### src/rtl/fdl_code_pkg.sv
package fdl_code_pkg;
    localparam int MSG_W    = 6;   // message field width
    localparam int ONES_W   = 8;   // leading ones of a word
    localparam int HIST_N   = 10;  // positions kept in the vote window
    localparam int VOTE_MIN = 8;   // entries needed to accept
endpackage

### src/rtl/fdl_cw_align.sv
module fdl_cw_align
    import fdl_code_pkg::*;
#(
    parameter int P_MSG_W  = MSG_W,
    parameter int P_ONES_W = ONES_W
) (
    input  logic               clk_i,
    input  logic               rst_ni,
    input  logic               bit_i,
    input  logic               bit_en_i,
    output logic               pos_stb_o,
    output logic               pos_ok_o,
    output logic [P_MSG_W-1:0] pos_msg_o
);
    localparam int CW_W  = P_ONES_W + P_MSG_W + 2;
    localparam int CNT_W = $clog2(CW_W);
    localparam logic [CNT_W-1:0] LAST = CNT_W'(CW_W - 1);

    typedef struct packed {
        logic [CW_W-1:0]    sr;
        logic               lock;
        logic [CNT_W-1:0]   cnt;
        logic               stb;
        logic               ok;
        logic [P_MSG_W-1:0] msg;
    } st_t;

    st_t  st_q, st_d;
    logic hit;

    always_comb begin
        st_d     = st_q;
        st_d.stb = 1'b0;
        hit      = 1'b0;
        if (bit_en_i) begin
            st_d.sr = {st_q.sr[CW_W-2:0], bit_i};
            hit = (st_d.sr[CW_W-1 -: P_ONES_W] == '1)
                && !st_d.sr[P_MSG_W+1] && !st_d.sr[0];
            if (!st_q.lock) begin
                if (hit) begin
                    st_d.lock = 1'b1;
                    st_d.cnt  = '0;
                    st_d.stb  = 1'b1;
                    st_d.ok   = 1'b1;
                    st_d.msg  = st_d.sr[P_MSG_W:1];
                end
            end else if (st_q.cnt == LAST) begin
                st_d.stb  = 1'b1;
                st_d.ok   = hit;
                st_d.msg  = hit ? st_d.sr[P_MSG_W:1] : '0;
                st_d.cnt  = '0;
                st_d.lock = hit;
            end else begin
                st_d.cnt = st_q.cnt + CNT_W'(1);
            end
        end
    end

    always_ff @(posedge clk_i or negedge rst_ni) begin
        if (!rst_ni) st_q <= '0;
        else         st_q <= st_d;
    end

    assign pos_stb_o = st_q.stb;
    assign pos_ok_o  = st_q.ok;
    assign pos_msg_o = st_q.msg;
endmodule

### src/rtl/fdl_msg_vote.sv
module fdl_msg_vote
    import fdl_code_pkg::*;
#(
    parameter int P_MSG_W    = MSG_W,
    parameter int P_HIST_N   = HIST_N,
    parameter int P_VOTE_MIN = VOTE_MIN
) (
    input  logic               clk_i,
    input  logic               rst_ni,
    input  logic               pos_stb_i,
    input  logic               pos_ok_i,
    input  logic [P_MSG_W-1:0] pos_msg_i,
    output logic [P_MSG_W-1:0] acc_msg_o,
    output logic               acc_vld_o,
    output logic               acc_set_o
);
    localparam int CNT_W = $clog2(P_HIST_N + 1);

    typedef struct packed {
        logic               ok;
        logic [P_MSG_W-1:0] msg;
    } ent_t;

    typedef struct packed {
        ent_t [P_HIST_N-1:0] hist;
        logic [P_MSG_W-1:0]  cand;
        logic                cand_vld;
        logic [P_MSG_W-1:0]  acc;
        logic                acc_vld;
    } st_t;

    st_t             st_q, st_d;
    logic [CNT_W-1:0] votes;
    logic            set;

    always_comb begin
        st_d  = st_q;
        votes = '0;
        set   = 1'b0;
        if (pos_stb_i) begin
            for (int i = P_HIST_N - 1; i > 0; i--) begin
                st_d.hist[i] = st_q.hist[i-1];
            end
            st_d.hist[0] = '{ok: pos_ok_i, msg: pos_msg_i};
            if (pos_ok_i) begin
                st_d.cand     = pos_msg_i;
                st_d.cand_vld = 1'b1;
            end
            for (int i = 0; i < P_HIST_N; i++) begin
                if (st_d.hist[i].ok && st_d.hist[i].msg == st_d.cand) begin
                    votes = votes + CNT_W'(1);
                end
            end
            if (st_d.cand_vld && votes >= CNT_W'(P_VOTE_MIN)
                && (!st_q.acc_vld || st_q.acc != st_d.cand)) begin
                set          = 1'b1;
                st_d.acc     = st_d.cand;
                st_d.acc_vld = 1'b1;
            end
        end
    end

    always_ff @(posedge clk_i or negedge rst_ni) begin
        if (!rst_ni) st_q <= '0;
        else         st_q <= st_d;
    end

    assign acc_msg_o = st_q.acc;
    assign acc_vld_o = st_q.acc_vld;
    assign acc_set_o = set;
endmodule

### src/rtl/fdl_irq_flag.sv
module fdl_irq_flag (
    input  logic clk_i,
    input  logic rst_ni,
    input  logic set_i,
    input  logic mask_i,
    input  logic rd_i,
    output logic irq_o
);
    typedef struct packed {
        logic irq;
    } st_t;

    st_t st_q, st_d;

    always_comb begin
        st_d = st_q;
        if (rd_i)            st_d.irq = 1'b0;
        if (set_i && !mask_i) st_d.irq = 1'b1;  // set beats clear
    end

    always_ff @(posedge clk_i or negedge rst_ni) begin
        if (!rst_ni) st_q <= '0;
        else         st_q <= st_d;
    end

    assign irq_o = st_q.irq;
endmodule

### src/rtl/fdl_code_rx.sv
module fdl_code_rx
    import fdl_code_pkg::*;
(
    input  logic             clk_i,
    input  logic             rst_ni,
    input  logic             fdl_bit_i,
    input  logic             fdl_bit_en_i,
    input  logic             irq_mask_i,
    input  logic             irq_rd_i,
    output logic [MSG_W-1:0] msg_o,
    output logic             msg_vld_o,
    output logic             irq_o
);
    logic             pos_stb;
    logic             pos_ok;
    logic [MSG_W-1:0] pos_msg;
    logic             acc_set;

    fdl_cw_align #(.P_MSG_W(MSG_W), .P_ONES_W(ONES_W)) u_align (
        .clk_i     (clk_i),
        .rst_ni    (rst_ni),
        .bit_i     (fdl_bit_i),
        .bit_en_i  (fdl_bit_en_i),
        .pos_stb_o (pos_stb),
        .pos_ok_o  (pos_ok),
        .pos_msg_o (pos_msg)
    );

    fdl_msg_vote #(.P_MSG_W(MSG_W), .P_HIST_N(HIST_N), .P_VOTE_MIN(VOTE_MIN)) u_vote (
        .clk_i     (clk_i),
        .rst_ni    (rst_ni),
        .pos_stb_i (pos_stb),
        .pos_ok_i  (pos_ok),
        .pos_msg_i (pos_msg),
        .acc_msg_o (msg_o),
        .acc_vld_o (msg_vld_o),
        .acc_set_o (acc_set)
    );

    fdl_irq_flag u_irq (
        .clk_i  (clk_i),
        .rst_ni (rst_ni),
        .set_i  (acc_set),
        .mask_i (irq_mask_i),
        .rd_i   (irq_rd_i),
        .irq_o  (irq_o)
    );
endmodule

### config.mk
export PLATFORM = sky130hd
export DESIGN_NAME = fdl_code_rx
export DESIGN_NICKNAME = d
export VERILOG_FILES = /design/src/rtl/fdl_code_pkg.sv /design/src/rtl/fdl_cw_align.sv /design/src/rtl/fdl_msg_vote.sv /design/src/rtl/fdl_irq_flag.sv /design/src/rtl/fdl_code_rx.sv
export SDC_FILE = /design/constraint.sdc
export NUM_CORES = 1
export LEC_CHECK = 0
export BUFFER_PORTS_ARGS = -buffer_cell sky130_fd_sc_hd__buf_2
export CORE_ASPECT_RATIO = 0.6
export CORE_MARGIN = 2
export CORE_UTILIZATION = 68
export DETAILED_ROUTE_END_ITERATION = 12
export GPL_TIMING_DRIVEN = 0
export PLACE_DENSITY = 0.87
export SLEW_MARGIN = 10
export SYNTH_ARGS = -nofsm -noshare
export SYNTH_HDL_FRONTEND = slang
export SYNTH_HIERARCHICAL = 1
export SYNTH_SLANG_ARGS = --single-unit
### constraint.sdc
create_clock -name clk_i -period 10.8 [get_ports clk_i]
set_input_delay 3.24 -clock clk_i [delete_from_list [all_inputs] [get_ports clk_i]]
set_output_delay 3.24 -clock clk_i [all_outputs]
set_load 0.005 [all_outputs]
==> impl_metrics.csv <==
group,metric,value,unit
worst_setup_path,critPathRequiredTime,11.07,ns
yosys,synth.avg_cell_area,12.0,um2
detailed_routing,dr.first_iter.drc_count,301,
clock_network,cts_setup_buffers,0,
clock_network,clkLatencyLatePin,0.35,ns
min_path,whs_path_depth,1,
detailed_routing,antenna_left,0,
detailed_routing,wl,11.8,mm
timing,fin_setup_tns,0,ns
timing,fmax,132,MHz
timing,tightest_slew,0.774,ns
detailed_routing,route.detailed.drc,0,
worst_setup_path,worst-setup-path-type,"reg2reg",
yosys,synth_edf_count,0,
clock_network,clk_pin_slew,0.07,ns
yosys,yosysWarnings,6,
clock_network,numCtsBuffers,9,
yosys,yosysMostFrequentCell,"dfrtp_1",
power,p_total,0.000823,W
yosys,synthTopCellsByArea,"dfrtp_1 (46%), mux2_2 (17%), xnor2_1 (8.4%)",
timing,maxSlewHeadroom,48.4,%
timing,post-route-min-period,7.57,ns
worst_setup_path,regToRegSetupSlack,3.23,ns
worst_setup_path,timing.rr.end,"u_irq/irq_o$_DFFE_PN0P_",
worst_setup_path,r2r_start,"u_align/pos_ok_o$_DFFE_PN0P_",
clock_network,ctsResizeCount,0,
global_routing,grt-ovfl-total,0,
clock_network,clk_path_buf_depth,2,
timing,setup_violations,0,
final_layout,final_util,78.4,%
global_routing,grt_pass1_wl,19.0,mm
clock_network,cts_tree,"built",
worst_setup_path,max_stage_delay,0.45,ns
yosys,ys.flop_type,"dfrtp_1",
timing,holdWs,0.504,ns
yosys,syn_inst,479,
worst_setup_path,cp_max_fo,10,
floorplan,die_x,123,um
final_layout,syn2layout_area_growth,9.36,%
global_routing,grt_pass1_vias,3591,
worst_setup_path,critPathSlowestCell,"xnor3_1",
placement,globalplace.congestion,0.824,
yosys,synth_cell_types,62,
yosys,synth_top_area_share,46.1,%
worst_setup_path,crit_arrival,7.85,ns
detailed_routing,via_per_inst,5.94,
clock_network,htreeDepth,3,
floorplan,ioPinCount,14,
global_routing,grt_max_degree,57,
floorplan,dieHeight,75.3,um
timing,rsz0062_at_grt,"false",
global_routing,grt_util_all_layers,27.9,%
final_layout,drive_gt1_share,29.3,%
detailed_routing,via_count,3666,
detailed_routing,wl_per_cell,19.2,um
global_routing,antenna_found_initial,0,
timing,skew,0.00461,ns
power,p_per_area,131,nW/um2
worst_setup_path,start_kind,"flop",
floorplan,core,8040,um2
clock_network,cts.sinks,106,
timing,hold_violations,0,
final_layout,nFillCells,508,
min_path,hp-class,"reg2reg",
yosys,yosys-top-cells-count,"dfrtp_1 (106), mux2_2 (86), xnor2_1 (55)",
timing,finalMaxSlewViolations,0,
power,p_leak,3.00,nW
detailed_routing,dr.pass1.iters,4,
timing,post-route-period-util,70.1,%
yosys,synth_largest_area_cell,"dfrtp_1",
placement,io_buffer_count,13,
worst_setup_path,r2r_cells,34,
floorplan,dieArea,9250,um2
yosys,yosys_register_bits,106,
run,maxCapViolations,0,
floorplan,start_util,71.6,%
final_layout,nets,519,
timing,setup_slack,3.23,ns
worst_setup_path,startpoint,"u_align/pos_ok_o$_DFFE_PN0P_",
clock_network,cts-root-buf,"clkbuf_16",
power,ir_worst_vdd,0.000130,V
floorplan,rows,25,
yosys,yosysSeqAreaShare,46.1,%
yosys,syn_area,5760,um2
placement,dpl.hpwl,8.61,mm
worst_setup_path,critical_path.endpoint,"u_irq/irq_o$_DFFE_PN0P_",
final_layout,antennaDiodeCount,0,
worst_setup_path,cp-end-kind,"flop",
yosys,synthesis.nets,494,
placement,dp_slack,3.50,ns
clock_network,cts_hold_buffers,0,
run_status,status,"complete, no violations",
worst_setup_path,worst_path_most_repeated_cell,"ha_1",
yosys,async_reset_ff_share,100,%
worst max-delay path, delay by kind of cell, from the launching register on:
kind	cells	cell delay [ns]
and+or+nand+nor	8	1.90
xor gates and xnor gates	3	0.75
buffers and inverters	7	0.91
DFF	1	0.36
muxes	4	1.13
AOI/OAI and AO/OA	5	0.59
adders and majority gates	7	1.85
logic make-up (layout without fill, tap and decap cells):
logic type	count (synthesis)	in the layout	synth area share, %
simple gates	98	98	10.3
xor+xnor	78	78	13.0
fa+ha+maj	9	9	1.96
flops	106	106	46.1
mux	99	99	19.1
buf+inv	51	81	4.41
compound gates	38	38	5.24
metrics by stage:
stage,instances,area (um2)
global route,617,6300
finish,617,6300
global placement,600,5960
CTS,617,6300
floorplan,479,5760
detailed placement,601,5990
power breakdown:
part	leakage, nW	internal, W	switching (W)	total, W
Combinational	1.41	0.0000245	0.0000233	0.0000478
Sequential	1.45	0.000418	0.0000217	0.000440
Clock	0.148	0.000188	0.000147	0.000335
Total	3.00	0.000631	0.000192	0.000823
worst min-delay path by stage:
stage | start | to | slack, ns
floorplan | u_vote/st_q[7]$_DFFE_PN0P_ | u_vote/st_q[7]$_DFFE_PN0P_ | 0.43
global placement | u_vote/st_q[7]$_DFFE_PN0P_ | u_vote/st_q[7]$_DFFE_PN0P_ | 0.47
detailed placement | u_vote/st_q[13]$_DFFE_PN0P_ | u_vote/st_q[13]$_DFFE_PN0P_ | 0.49
CTS | u_vote/st_q[13]$_DFFE_PN0P_ | u_vote/st_q[13]$_DFFE_PN0P_ | 0.51
global route | u_align/pos_ok_o$_DFFE_PN0P_ | u_align/pos_ok_o$_DFFE_PN0P_ | 0.52
finish | u_vote/acc_vld_o$_DFFE_PN0P_ | u_vote/acc_vld_o$_DFFE_PN0P_ | 0.50
final cells by class:
class	count	area [um2]	area share [%]
clock buffers	11	243	3.85
plain buffers	30	175	2.78
clock inverters	5	62.6	0.993
multi-input cells	322	2850	45.3
inverters	21	78.8	1.25
repair buffers	14	98.8	1.57
well taps	108	135	2.15
flip-flops and latches	106	2650	42.1
cell usage in the layout (no fill, tap or decap), types with 13 or more instances in the layout:
master and instances:
mux2i_1 13, mux2_2 86, nand2_1 14, xnor2_1 55, nand3_1 13, buf_2 20, nor2_1 18, xor2_1 18
inv_1 21, dfrtp_1 106
metal layers:
layer  GRT usage [%]  share of wire [%]  up-vias
li1                -                  -     1716
met1            42.1                 48     1838
met2            39.7                 43      100
met3            7.65                8.1       12
met4            8.17                1.1        0
met5               0                  0        -
flip-flops by register name, indices dropped and copies added (netlist names):
| name | count |
|---|---|
| u_align/pos_stb_o | 1 |
| u_align/pos_msg_o | 6 |
| u_irq/irq_o | 1 |
| u_vote/acc_msg_o | 6 |
| u_vote/st_q | 70 |
| u_align/st_q | 20 |
| u_align/pos_ok_o | 1 |
| u_vote/acc_vld_o | 1 |
No activity file was read; power rests on OpenSTA's default activity.
